===== config.mk =====
export PLATFORM = sky130hd
export DESIGN_NAME = phy_autopoll_mon
export DESIGN_NICKNAME = d
export VERILOG_FILES = /design/src/rtl/apm_pkg.sv /design/src/rtl/apm_slot_bank.sv /design/src/rtl/apm_rr_pick.sv /design/src/rtl/apm_change_detect.sv /design/src/rtl/phy_autopoll_mon.sv
export SDC_FILE = /design/constraint.sdc
export NUM_CORES = 1
export LEC_CHECK = 0
export BUFFER_PORTS_ARGS = -buffer_cell sky130_fd_sc_hd__buf_4
export CORE_ASPECT_RATIO = 1.2
export CORE_MARGIN = 5
export CORE_UTILIZATION = 50
export CTS_CLUSTER_SIZE = 28
export DETAILED_ROUTE_END_ITERATION = 10
export PLACE_DENSITY = 0.69
export SYNTH_ARGS = -nofsm -noshare
export SYNTH_HDL_FRONTEND = slang
export SYNTH_SLANG_ARGS = --single-unit

===== constraint.sdc =====
create_clock -name clk -period 10.2 [get_ports clk]
set_input_delay 1.53 -clock clk [delete_from_list [all_inputs] [get_ports clk]]
set_output_delay 1.53 -clock clk [all_outputs]
set_load 0.05 [all_outputs]

===== src/rtl/apm_pkg.sv =====
package apm_pkg;

    typedef enum logic [1:0] {
        SEQ_IDLE = 2'd0,
        SEQ_REQ  = 2'd1,
        SEQ_WAIT = 2'd2
    } seq_state_e;

    localparam int LINK_IRQ_BIT = 27;

    // slot interrupt placement: three low slots, one gap, three high slots
    function automatic int slot_irq_bit(input int slot);
        return (slot < 3) ? (20 + slot) : (21 + slot);
    endfunction

    function automatic logic [31:0] irq_allowed_mask(input int num_slots);
        logic [31:0] m;
        m = 32'(1) << LINK_IRQ_BIT;
        for (int i = 0; i < num_slots; i++) begin
            m = m | (32'(1) << slot_irq_bit(i));
        end
        return m;
    endfunction

endpackage


===== src/rtl/apm_slot_bank.sv =====
module apm_slot_bank #(
    parameter int NUM_SLOTS = 6,
    parameter int ADDR_W    = 5,
    parameter int DATA_W    = 16,
    localparam int SLOT_W   = $clog2(NUM_SLOTS)
) (
    input  logic                               clk,
    input  logic                               rst_n,
    input  logic                               cfg_we,
    input  logic [SLOT_W-1:0]                  cfg_slot,
    input  logic [ADDR_W-1:0]                  cfg_addr,
    input  logic                               cfg_en,
    input  logic                               upd_we,
    input  logic [SLOT_W-1:0]                  upd_slot,
    input  logic [DATA_W-1:0]                  upd_data,
    output logic [NUM_SLOTS-1:0][ADDR_W-1:0]   slot_addr,
    output logic [NUM_SLOTS-1:0]               slot_en,
    output logic [NUM_SLOTS-1:0]               slot_valid,
    output logic [NUM_SLOTS-1:0][DATA_W-1:0]   slot_val
);

    typedef struct packed {
        logic [NUM_SLOTS-1:0][ADDR_W-1:0] addr;
        logic [NUM_SLOTS-1:0]             en;
        logic [NUM_SLOTS-1:0]             valid;
        logic [NUM_SLOTS-1:0][DATA_W-1:0] val;
    } bank_t;

    bank_t bank_d, bank_q;

    always_comb begin
        bank_d = bank_q;
        for (int i = 0; i < NUM_SLOTS; i++) begin
            if (upd_we && (upd_slot == SLOT_W'(i))) begin
                bank_d.val[i]   = upd_data;
                bank_d.valid[i] = 1'b1;
            end
            // configuration takes priority and forgets the stored word
            if (cfg_we && (cfg_slot == SLOT_W'(i))) begin
                bank_d.addr[i]  = cfg_addr;
                bank_d.en[i]    = cfg_en;
                bank_d.valid[i] = 1'b0;
            end
        end
    end

    always_ff @(posedge clk) begin
        if (!rst_n) begin
            bank_q <= '0;
        end else begin
            bank_q <= bank_d;
        end
    end

    assign slot_addr  = bank_q.addr;
    assign slot_en    = bank_q.en;
    assign slot_valid = bank_q.valid;
    assign slot_val   = bank_q.val;

endmodule


===== src/rtl/apm_rr_pick.sv =====
module apm_rr_pick #(
    parameter int NUM_SLOTS = 6,
    localparam int SLOT_W   = $clog2(NUM_SLOTS)
) (
    input  logic [NUM_SLOTS-1:0] en,
    input  logic [SLOT_W-1:0]    last,
    output logic                 found,
    output logic [SLOT_W-1:0]    pick
);

    always_comb begin
        found = 1'b0;
        pick  = last;
        for (int k = 1; k <= NUM_SLOTS; k++) begin
            int idx;
            idx = (int'(last) + k) % NUM_SLOTS;
            if (!found && en[idx]) begin
                found = 1'b1;
                pick  = SLOT_W'(idx);
            end
        end
    end

endmodule


===== src/rtl/apm_change_detect.sv =====
module apm_change_detect #(
    parameter int DATA_W  = 16,
    localparam int LSEL_W = $clog2(DATA_W)
) (
    input  logic [DATA_W-1:0] rdata,
    input  logic [DATA_W-1:0] stored,
    input  logic              stored_valid,
    input  logic              is_link_slot,
    input  logic [LSEL_W-1:0] link_sel,
    output logic              changed,
    output logic              link_changed
);

    always_comb begin
        changed      = stored_valid && (rdata != stored);
        link_changed = stored_valid && is_link_slot &&
                       (rdata[link_sel] != stored[link_sel]);
    end

endmodule


===== src/rtl/phy_autopoll_mon.sv =====
module phy_autopoll_mon #(
    parameter int NUM_SLOTS = 6,
    parameter int ADDR_W    = 5,
    parameter int DATA_W    = 16,
    parameter int IRQ_W     = 32,
    localparam int SLOT_W   = $clog2(NUM_SLOTS),
    localparam int LSEL_W   = $clog2(DATA_W)
) (
    input  logic              clk,
    input  logic              rst_n,
    input  logic              cfg_we,
    input  logic [SLOT_W-1:0] cfg_slot,
    input  logic [ADDR_W-1:0] cfg_addr,
    input  logic              cfg_en,
    input  logic [LSEL_W-1:0] link_sel,
    output logic              mgmt_req,
    output logic [ADDR_W-1:0] mgmt_addr,
    input  logic              mgmt_gnt,
    input  logic              mgmt_done,
    input  logic              mgmt_err,
    input  logic [DATA_W-1:0] mgmt_rdata,
    output logic [IRQ_W-1:0]  irq_pulse
);

    import apm_pkg::*;

    typedef struct packed {
        seq_state_e        st;
        logic [SLOT_W-1:0] cur;
        logic              cancel;
        logic [IRQ_W-1:0]  irq;
    } seq_t;

    seq_t seq_d, seq_q;

    logic [NUM_SLOTS-1:0][ADDR_W-1:0] slot_addr;
    logic [NUM_SLOTS-1:0]             slot_en;
    logic [NUM_SLOTS-1:0]             slot_valid;
    logic [NUM_SLOTS-1:0][DATA_W-1:0] slot_val;
    logic [NUM_SLOTS-1:0][IRQ_W-1:0]  slot_irq_mask;

    logic              pick_found;
    logic [SLOT_W-1:0] pick_slot;
    logic              changed, link_changed;
    logic              upd_we;
    logic              cfg_hit;

    for (genvar g = 0; g < NUM_SLOTS; g++) begin : g_irq_map
        assign slot_irq_mask[g] = IRQ_W'(1) << slot_irq_bit(g);
    end

    apm_slot_bank #(
        .NUM_SLOTS (NUM_SLOTS),
        .ADDR_W    (ADDR_W),
        .DATA_W    (DATA_W)
    ) u_bank (
        .clk        (clk),
        .rst_n      (rst_n),
        .cfg_we     (cfg_we),
        .cfg_slot   (cfg_slot),
        .cfg_addr   (cfg_addr),
        .cfg_en     (cfg_en),
        .upd_we     (upd_we),
        .upd_slot   (seq_q.cur),
        .upd_data   (mgmt_rdata),
        .slot_addr  (slot_addr),
        .slot_en    (slot_en),
        .slot_valid (slot_valid),
        .slot_val   (slot_val)
    );

    apm_rr_pick #(
        .NUM_SLOTS (NUM_SLOTS)
    ) u_pick (
        .en    (slot_en),
        .last  (seq_q.cur),
        .found (pick_found),
        .pick  (pick_slot)
    );

    apm_change_detect #(
        .DATA_W (DATA_W)
    ) u_cmp (
        .rdata        (mgmt_rdata),
        .stored       (slot_val[seq_q.cur]),
        .stored_valid (slot_valid[seq_q.cur]),
        .is_link_slot (seq_q.cur == '0),
        .link_sel     (link_sel),
        .changed      (changed),
        .link_changed (link_changed)
    );

    always_comb begin
        seq_d     = seq_q;
        seq_d.irq = '0;
        upd_we    = 1'b0;
        cfg_hit   = cfg_we && (cfg_slot == seq_q.cur);
        unique case (seq_q.st)
            SEQ_IDLE: begin
                if (pick_found) begin
                    seq_d.cur    = pick_slot;
                    seq_d.cancel = 1'b0;
                    seq_d.st     = SEQ_REQ;
                end
            end
            SEQ_REQ: begin
                seq_d.cancel = seq_q.cancel | cfg_hit;
                if (mgmt_gnt) begin
                    seq_d.st = SEQ_WAIT;
                end
            end
            SEQ_WAIT: begin
                seq_d.cancel = seq_q.cancel | cfg_hit;
                if (mgmt_done) begin
                    seq_d.st     = SEQ_IDLE;
                    seq_d.cancel = 1'b0;
                    if (!mgmt_err && !seq_q.cancel && !cfg_hit) begin
                        upd_we = 1'b1;
                        if (changed) begin
                            seq_d.irq = seq_d.irq | slot_irq_mask[seq_q.cur];
                        end
                        if (link_changed) begin
                            seq_d.irq[LINK_IRQ_BIT] = 1'b1;
                        end
                    end
                end
            end
            default: seq_d.st = SEQ_IDLE;
        endcase
    end

    always_ff @(posedge clk) begin
        if (!rst_n) begin
            seq_q.st     <= SEQ_IDLE;
            seq_q.cur    <= SLOT_W'(NUM_SLOTS - 1);
            seq_q.cancel <= 1'b0;
            seq_q.irq    <= '0;
        end else begin
            seq_q <= seq_d;
        end
    end

    assign mgmt_req  = (seq_q.st == SEQ_REQ);
    assign mgmt_addr = slot_addr[seq_q.cur];
    assign irq_pulse = seq_q.irq;

endmodule


==> results of run 1 <==
routing by layer:
metal / share of wire [%] / vias up / track usage (%)
li1: - / 3217 / -
met1: 45 / 3132 / 27.2
met2: 48 / 145 / 33.6
met3: 4.3 / 33 / 3.66
met4: 2.5 / 0 / 8.32
met5: 0 / - / 0
critical path, stage by stage, from the launching register on:
cell and delay [ns]:
dfxtp_1 0.70, clkinv_1 1.03, ha_1 0.78, inv_1 0.06
ha_1 0.28, nor3b_2 0.30, mux2i_2 0.32, nor4_1 0.11
or2_2 0.37, nor3_2 0.23, nand2_1 0.14, o31a_1 0.33
o2111a_1 0.32, nor3b_1 0.16
cell families (layout without fill, tap and decap cells):
group | count (synthesis) | count (layout)
XOR/XNOR | 22 | 22
other | 1 | 25
adder cells (fa/ha/maj) | 19 | 19
buffers and inverters | 127 | 105
multiplexers | 102 | 102
flip-flops | 157 | 157
AO/OA/AOI/OAI | 175 | 175
AND/OR/NAND/NOR | 359 | 359
area by class of cell:
type | count | area, um2 | share of cell area, %
inverter | 21 | 78.8 | 0.839
tap | 216 | 270 | 2.88
sequential | 157 | 3150 | 33.5
timing repair buffer | 52 | 390 | 4.15
clock inverter | 11 | 104 | 1.10
multi-input combinational | 702 | 4940 | 52.5
clock buffer | 21 | 472 | 5.02
registers in the layout, summed over array words and instances (netlist names), named ones only:
name / count
u_bank.slot_valid: 6
u_bank.slot_en: 6
u_bank.slot_addr: 30
seq_q: 6
irq_pulse: 7
u_bank.slot_val: 96
per-stage QoR:
step                      instance area [um2]  instances  hold WS [ns]
after floorplan                          8750        986         0.394
after global placement                   8820       1148         0.407
after detailed placement                 8820       1148         0.409
after CTS                                9400       1180         0.416
after global routing                     9400       1180         0.433
final                                    9400       1180         0.411
path summary, 6_finish.rpt:
kind | startpoint | endpoint | slack [ns] | cells after the start
worst max-delay path | seq_q[35] | register | 4.94 | 13
worst min-delay path | register | irq_pulse[25] | 0.41 | 2
worst max register to register | seq_q[35] | register | 4.94 | 13
worst min register to register | register | irq_pulse[25] | 0.41 | 2
power by group through the flow:
stage | clock [uW] | combinational (uW) | sequential, uW
after global placement | 0 | 605 | 699
final | 621 | 614 | 685
after detailed placement | 0 | 609 | 699
after global routing | 660 | 672 | 691
after CTS | 630 | 612 | 686
after floorplan | 0 | 536 | 662
placed cells by master (no fill, tap or decap), drive strengths merged, types with 13 or more instances in the layout:
cell / n
nand2: 209
dfxtp: 157
a21boi: 97
mux2i: 63
buf: 52
nor2b: 41
nor2: 34
mux4: 33
conb: 25
a21oi: 24
inv: 23
xnor2: 21
clkbuf: 21
o21ai: 20
ha: 19
nand3: 13
==> impl_metrics.json, run 1 <==
{
  "relSlewSlack_pct": 28.3,
  "timing.fmax_ghz": 0.190,
  "synth_common_cells": "209 x nand2_1, 157 x dfxtp_1, 96 x a21boi_0, 62 x mux2i_1, 55 x clkbuf_1",
  "post-route-period-util_pct": 51.5,
  "setup_tns_ns": 0,
  "rsz0062_at_grt": "no",
  "ctsHoldBuffers": 0,
  "synthToLayoutAreaGrowth_pct": 8.54,
  "numCtsBuffers": 17,
  "power_uw": 1920,
  "syn_area_um2": 8660,
  "synth_area_leaders": "dfxtp_1 36%, nand2_1 9.1%, mux4_2 8.6%",
  "gr-total-overflow": 0,
  "cts_resized": 0,
  "fin_crit_ns": 5.26,
  "drt-vias-per-instance": 5.53,
  "io_buffers": 47,
  "routabilityCongestion": 0.856,
  "drt_iter0_drc": 445,
  "dp_hpwl_um": 13100,
  "synth_top_family_by_area": "simple AND/OR/NAND/NOR gates",
  "ant_nets": 0,
  "cts.clk_slew.worst_paths_ns": 0.06,
  "switching_power_uw": 693,
  "ir_worst_vdd_v": 0.000143,
  "p_seq_share_pct": 35.7,
  "pwr-share-comb_pct": 32.0,
  "synth-simple-area-share_pct": 19.7,
  "drc": 0,
  "fin_worst_skew_ns": 0.00830,
  "ys_async_sr_fraction_pct": 0,
  "switching_share_pct": 36.1,
  "power.density_nw_per_um2": 204,
  "dieArea_um2": 20100,
  "maxCapViolations": 0,
  "yosys_register_bits": 157,
  "wirelength_um": 20200,
  "rows": 52,
  "worst_slack_ns": 4.94,
  "grt_pass1_vias": 6366,
  "first_pass_iters": 5,
  "clkLatencyLatePin_ns": 0.43,
  "hold_viol": 0,
  "arrival_ns": 5.55,
  "path_class": "reg -> reg",
  "dieWidth_um": 130,
  "cts-htree-levels": 4,
  "endpoint_kind": "register",
  "run_status": "completed",
  "intPower_uw": 1230,
  "synthAdderAreaFrac_pct": 2.74,
  "nets": 1005,
  "leakage_uw": 0.00355,
  "grt_start_max_net_pins": 87,
  "hp-class": "reg -> reg",
  "maxSlewViolCount": 0,
  "fin_util_pct": 55.4,
  "startpoint_type": "register",
  "antenna_found_initial": 0,
  "diodes": 0,
  "chipHeight_um": 154,
  "yosysTopAreaCell": "dfxtp_1",
  "pre_cts_slack_ns": 5.06,
  "core_area_um2": 17000,
  "synthCells": 962,
  "cts_sinks": 157,
  "ys_types": 74,
  "synth_edf_count": 0,
  "clockRootBuffer": "clkbuf_16",
  "synth-compound-area-share_pct": 14.4,
  "yosysTopAreaCellShare_pct": 36.3,
  "yosysSeqAreaShare_pct": 36.3,
  "io_pins": 73,
  "worstPathMaxFanout": 31,
  "drive_gt1_share_pct": 14.3,
  "required_ns": 10.49,
  "start_util_pct": 51.0,
  "nFillCells": 1531,
  "cts_tree": "yes",
  "p_clk_share_pct": 32.3,
  "synth_xor_xnor_area_share_pct": 2.22,
  "post_cts_buffers": 0,
  "synth_ff_type": "dfxtp_1",
  "muxShareOfSynthArea_pct": 16.9,
  "setup_viol": 0,
  "yosysWarnings": 0,
  "wire_per_inst_um": 17.1,
  "grt_util_all_layers_pct": 20.7,
  "post-synth-top-count-cell": "nand2_1",
  "tightestPinTransition_ns": 1.07,
  "vias": 6527,
  "syn_area_per_cell_um2": 9.00,
  "grt_first_pass_wirelength_um": 33000,
  "cts.path.max_buffers": 2
}
No activity file was read; power rests on OpenSTA's default activity.
==> inputs of run 2 (changes only) <==
- PLACE_DENSITY: 0.69 -> 0.71
- clock period: 10.2 -> 4.2 ns (I/O delays scaled with it)
==> run 2 against run 1 <==
Flip-flop and latch count is the same. Count of clock-buffer cells in the layout shrank 3. Hold slack lost 0.0021 ns. Die area is the same. Non-clock buffer count grew 7. First-iteration DRC count grew 4.7%. Sequential power grew 130%. Critical path type unchanged.
==> impl_metrics.json, run 2 (synthesis results as in run 1) <==
{
  "timing.fmax_ghz": 0.256,
  "start_util_pct": 51.0,
  "rows": 52,
  "grt_first_pass_wirelength_um": 33800,
  "fin_crit_ns": 3.91,
  "hold_depth": 2,
  "maxCapViolations": 0,
  "core_area_um2": 17000,
  "nets": 1012,
  "intPower_uw": 3060,
  "cts-htree-levels": 4,
  "cts.clk_slew.worst_paths_ns": 0.06,
  "cts.path.max_buffers": 2,
  "dp_cells": 1155,
  "required_ns": 4.50,
  "gr-total-overflow": 0,
  "power_uw": 4800,
  "post_cts_buffers": 0,
  "r2r_slack_ns": 0.29,
  "power.density_nw_per_um2": 505,
  "final_common_cell": "nand2_1",
  "hp-class": "reg -> reg",
  "worstPathMaxFanout": 7,
  "path_class": "reg -> reg",
  "maxSlewViolCount": 0,
  "antenna_found_initial": 0,
  "p_seq_share_pct": 33.0,
  "startpoint_type": "register",
  "pwr-share-comb_pct": 34.5,
  "clkLatencyLatePin_ns": 0.43,
  "first_pass_iters": 5,
  "run_status": "completed",
  "wire_per_inst_um": 17.8,
  "dp_hpwl_um": 13600,
  "r2r_start": "seq_q[35]",
  "drt-vias-per-instance": 5.66,
  "vias": 6715,
  "ant_nets": 0,
  "dieArea_um2": 20100,
  "largest_reg_flops": 96,
  "fin_worst_skew_ns": 0.0138,
  "io_pins": 73,
  "routabilityCongestion": 0.926,
  "endpoint_kind": "register",
  "hold_viol": 0,
  "drive_gt1_share_pct": 15.3,
  "switching_share_pct": 36.2,
  "cts_sinks": 157,
  "diodes": 0,
  "io_buffers": 47,
  "drt_iter0_drc": 466,
  "grt_start_max_net_pins": 86,
  "leakage_uw": 0.00361,
  "arrival_ns": 4.21,
  "fin_cells": 1187,
  "wirelength_um": 21100,
  "worst_hold_slack_ns": 0.409,
  "dieWidth_um": 130,
  "drc": 0,
  "cts_tree": "yes",
  "setup_viol": 0,
  "nFillCells": 1529,
  "p_clk_share_pct": 32.5,
  "tightestPinTransition_ns": 0.960,
  "min_to": "irq_pulse[24]",
  "grt_pass1_vias": 6446,
  "synthToLayoutAreaGrowth_pct": 9.62,
  "chipHeight_um": 154,
  "ir_worst_vdd_v": 0.000339,
  "numCtsBuffers": 17,
  "rsz0062_at_grt": "no",
  "switching_power_uw": 1740,
  "final_cell_mix": "209 x nand2_1, 156 x dfxtp_1, 96 x a21boi_0",
  "relSlewSlack_pct": 36.0,
  "worst-r2r-cell-count": 13,
  "post-route-period-util_pct": 93.1,
  "setup_tns_ns": 0,
  "grt_util_all_layers_pct": 21.2,
  "clockRootBuffer": "clkbuf_16"
}
-- run 2: what timing repair did --
| item | 4_1_cts | 5_1_grt |
|---|---|---|
| gates resized for setup | 0 | 2 |
| setup endpoints to repair | 0 | 3 |
| hold buffers | 0 | 0 |
| endpoints found under the hold margin | 0 | 0 |
-- run 2: worst max-delay path by stage --
stage	start	endpoint	slack, ns	cells past startpoint
6_report	seq_q[35]	register	0.29	13
5_1_grt	seq_q[35]	register	0.02	13
4_1_cts	seq_q[35]	register	0.33	13
3_5_place_dp	seq_q[35]	register	0.33	13
3_3_place_gp	seq_q[35]	register	0.45	13
2_1_floorplan	seq_q[35]	register	0.005	16
-- run 2: per-layer routing --
| metal | up-vias | wire length, um | GRT usage (%) |
|---|---|---|---|
| met5 | - | 0 | 0 |
| met4 | 0 | 413 | 6.68 |
| met3 | 36 | 977 | 3.79 |
| met2 | 175 | 10700 | 36.1 |
| met1 | 3269 | 9080 | 27.2 |
| li1 | 3235 | - | - |
-- run 2: layout make-up --
type	count	area (um2)	area share (%)
multi-input cells	702	4950	52.1
flip-flops and latches	157	3150	33.1
repair buffers	59	455	4.80
clock buffers	18	439	4.63
well taps	216	270	2.85
clock inverters	14	156	1.65
inverters	21	78.8	0.830
-- run 2: through the flow --
step	setup slack [ns]	util, %	cell area (um2)
after detailed placement	0.334	52.4	8890
after global routing	0.0234	55.9	9490
after CTS	0.330	55.9	9490
final	0.288	55.9	9490
after global placement	0.445	52.4	8890
after floorplan	0.00479	-	8750
-- run 2: critical path, cell delays in order (launching register included) --
cell and delay [ns]:
dfxtp_1 0.41, clkinv_1 0.25, ha_2 0.45, inv_1 0.05, ha_1 0.28, nor3b_2 0.29, mux2i_2 0.33, nor4_1 0.12
or2_2 0.36, nor3_2 0.22, nand2_1 0.16, o31a_1 0.34, o2111a_1 0.34, nor3b_1 0.17
-- run 2: power by group through the flow --
stage	Sequential (uW)	Clock, uW	Combinational [uW]
after global placement	1610	0	1600
after global routing	1590	1650	1810
after detailed placement	1610	0	1620
final	1580	1560	1660
after CTS	1580	1580	1630
after floorplan	1610	0	1300
==> inputs of run 3 (changes only) <==
- RECOVER_POWER: not set -> 50
==> run 3 against run 2 <==
Maximum frequency increased by 0.24%. Sequential share of layout area increased by 0.22 points. The run now ends with capacitance limit, slew limit left. Register-to-register slack about the same. Critical path depth unchanged. Global-route usage unchanged. Combinational power about the same. Hold slack about the same. Non-clock buffer count unchanged. Sequential power about the same.
==> impl_metrics.json, run 3 (synthesis results as in run 1) <==
{
  "run_status": "finished with violations",
  "violations": "capacitance limit, slew limit",
  "numCtsBuffers": 17,
  "nFillCells": 1548,
  "path_class": "reg -> reg",
  "critical_path.max_stage_delay_ns": 0.45,
  "hp-class": "reg -> reg",
  "synthToLayoutAreaGrowth_pct": 8.77,
  "drt-vias-per-instance": 5.67,
  "gr-total-overflow": 0,
  "r2r_start": "seq_q[35]",
  "required_ns": 4.50,
  "rsz0062_at_grt": "no",
  "drc": 0,
  "core_area_um2": 17000,
  "clkLatencyLatePin_ns": 0.44,
  "worst_hold_slack_ns": 0.409,
  "final_cell_mix": "209 x nand2_1, 157 x dfxtp_1, 96 x a21boi_0",
  "first_pass_iters": 5,
  "cts_sinks": 157,
  "cts.clk_slew.worst_paths_ns": 0.06,
  "wirelength_um": 21200,
  "slowest_stage": "ha_2",
  "multi_input_area_um2": 4950,
  "fin_util_pct": 55.5,
  "worst_slack_ns": 0.297,
  "post_cts_buffers": 0,
  "arrival_ns": 4.21,
  "grt_first_pass_wirelength_um": 33800,
  "setup_tns_ns": 0,
  "chipHeight_um": 154,
  "pre_cts_slack_ns": 0.334,
  "critPathLaunch": "seq_q[35]",
  "grt_pass1_vias": 6446,
  "drive_gt1_share_pct": 13.4,
  "clockRootBuffer": "clkbuf_16",
  "cp_cell_sequence": "clkinv_1 -> ha_2 -> inv_1 -> ha_1 -> nor3b_2 -> mux2i_2 -> nor4_1 -> or2_2 -> nor3_2 -> nand2_1 -> o31a_1 -> o2111a_1 -> nor3b_1",
  "fin_worst_skew_ns": 0.0145,
  "power.density_nw_per_um2": 509,
  "grt_util_all_layers_pct": 21.2,
  "endpoint_kind": "register",
  "cts.path.max_buffers": 2,
  "fin_crit_ns": 3.90,
  "routabilityCongestion": 0.926,
  "final_common_cell": "nand2_1",
  "cts_resized": 0,
  "io_pins": 73,
  "drt_iter0_drc": 444,
  "io_buffers": 47,
  "cp_num_buf_inv": 2,
  "dieWidth_um": 130,
  "nets": 1012,
  "cts-htree-levels": 4,
  "maxSlewViolCount": 63,
  "rows": 52,
  "path_delay_family": "simple AND/OR/NAND/NOR gates",
  "r2r_slack_ns": 0.30,
  "worstPathMaxFanout": 7,
  "dp_hpwl_um": 13600,
  "setup_viol": 0,
  "vias": 6728,
  "cts_tree": "yes",
  "cp_num_cells": 13,
  "tightestPinTransition_ns": 2.16,
  "relSlewSlack_pct": -44.0,
  "antenna_found_initial": 0,
  "maxCapViolations": 1,
  "hold_viol": 0,
  "startpoint_type": "register",
  "largest_reg_flops": 96,
  "worst-r2r-cell-count": 13,
  "seq_area_um2": 3140,
  "ir_worst_vdd_v": 0.000341,
  "wire_per_inst_um": 17.8,
  "diodes": 0,
  "start_util_pct": 51.0,
  "ant_nets": 0,
  "grt_start_max_net_pins": 86,
  "timing.fmax_ghz": 0.256,
  "ctsHoldBuffers": 0,
  "post-route-period-util_pct": 92.9,
  "leakage_uw": 0.00353,
  "dieArea_um2": 20100
}
## run 3: cell types whose count changed in the layout (fill, tap and decap cells not counted), sizes merged
cell    change
buf        -19
clkbuf     +19
## run 3: worst min-delay path, cell delays in order (launching register included)
cell	delay, ns
dfxtp_1	0.30
inv_1	0.04
nor2_1	0.03
## run 3: metrics by stage
step | cells | power [uW] | area, um2
2_1_floorplan | 986 | 2910 | 8750
3_3_place_gp | 1155 | 3210 | 8890
3_5_place_dp | 1155 | 3240 | 8890
4_1_cts | 1187 | 4790 | 9490
5_1_grt | 1187 | 5030 | 9420
6_report | 1187 | 4790 | 9420
## run 3: report_power, final
part	internal [uW]	switching (uW)	leakage [uW]
registers	1540	36.3	0.00127
clock network	902	664	0.000297
logic	598	1050	0.00196
total	3040	1750	0.00353
## run 3: worst min-delay path by stage
stage                    endpoint  slack [ns]  cells past startpoint
CTS                 irq_pulse[24]        0.41                      2
finish              irq_pulse[24]        0.41                      2
global route        irq_pulse[24]        0.42                      2
detailed placement  irq_pulse[24]        0.40                      2
global placement    irq_pulse[21]        0.41                      2
floorplan           irq_pulse[20]        0.39                      2
## run 3: final cells by class
class,count,share of cell area (%)
clock inverter,14,1.66
sequential,157,33.4
inverter,21,0.837
multi-input combinational,702,52.5
timing repair buffer,59,4.09
tap,216,2.87
clock buffer,18,4.66
## run 3: metal layers
metal	routed length, um	track usage [%]	vias up
met4	419	6.68	0
met5	0	0	-
li1	-	-	3233
met2	10700	36.1	204
met3	1090	3.79	35
met1	8980	27.2	3256
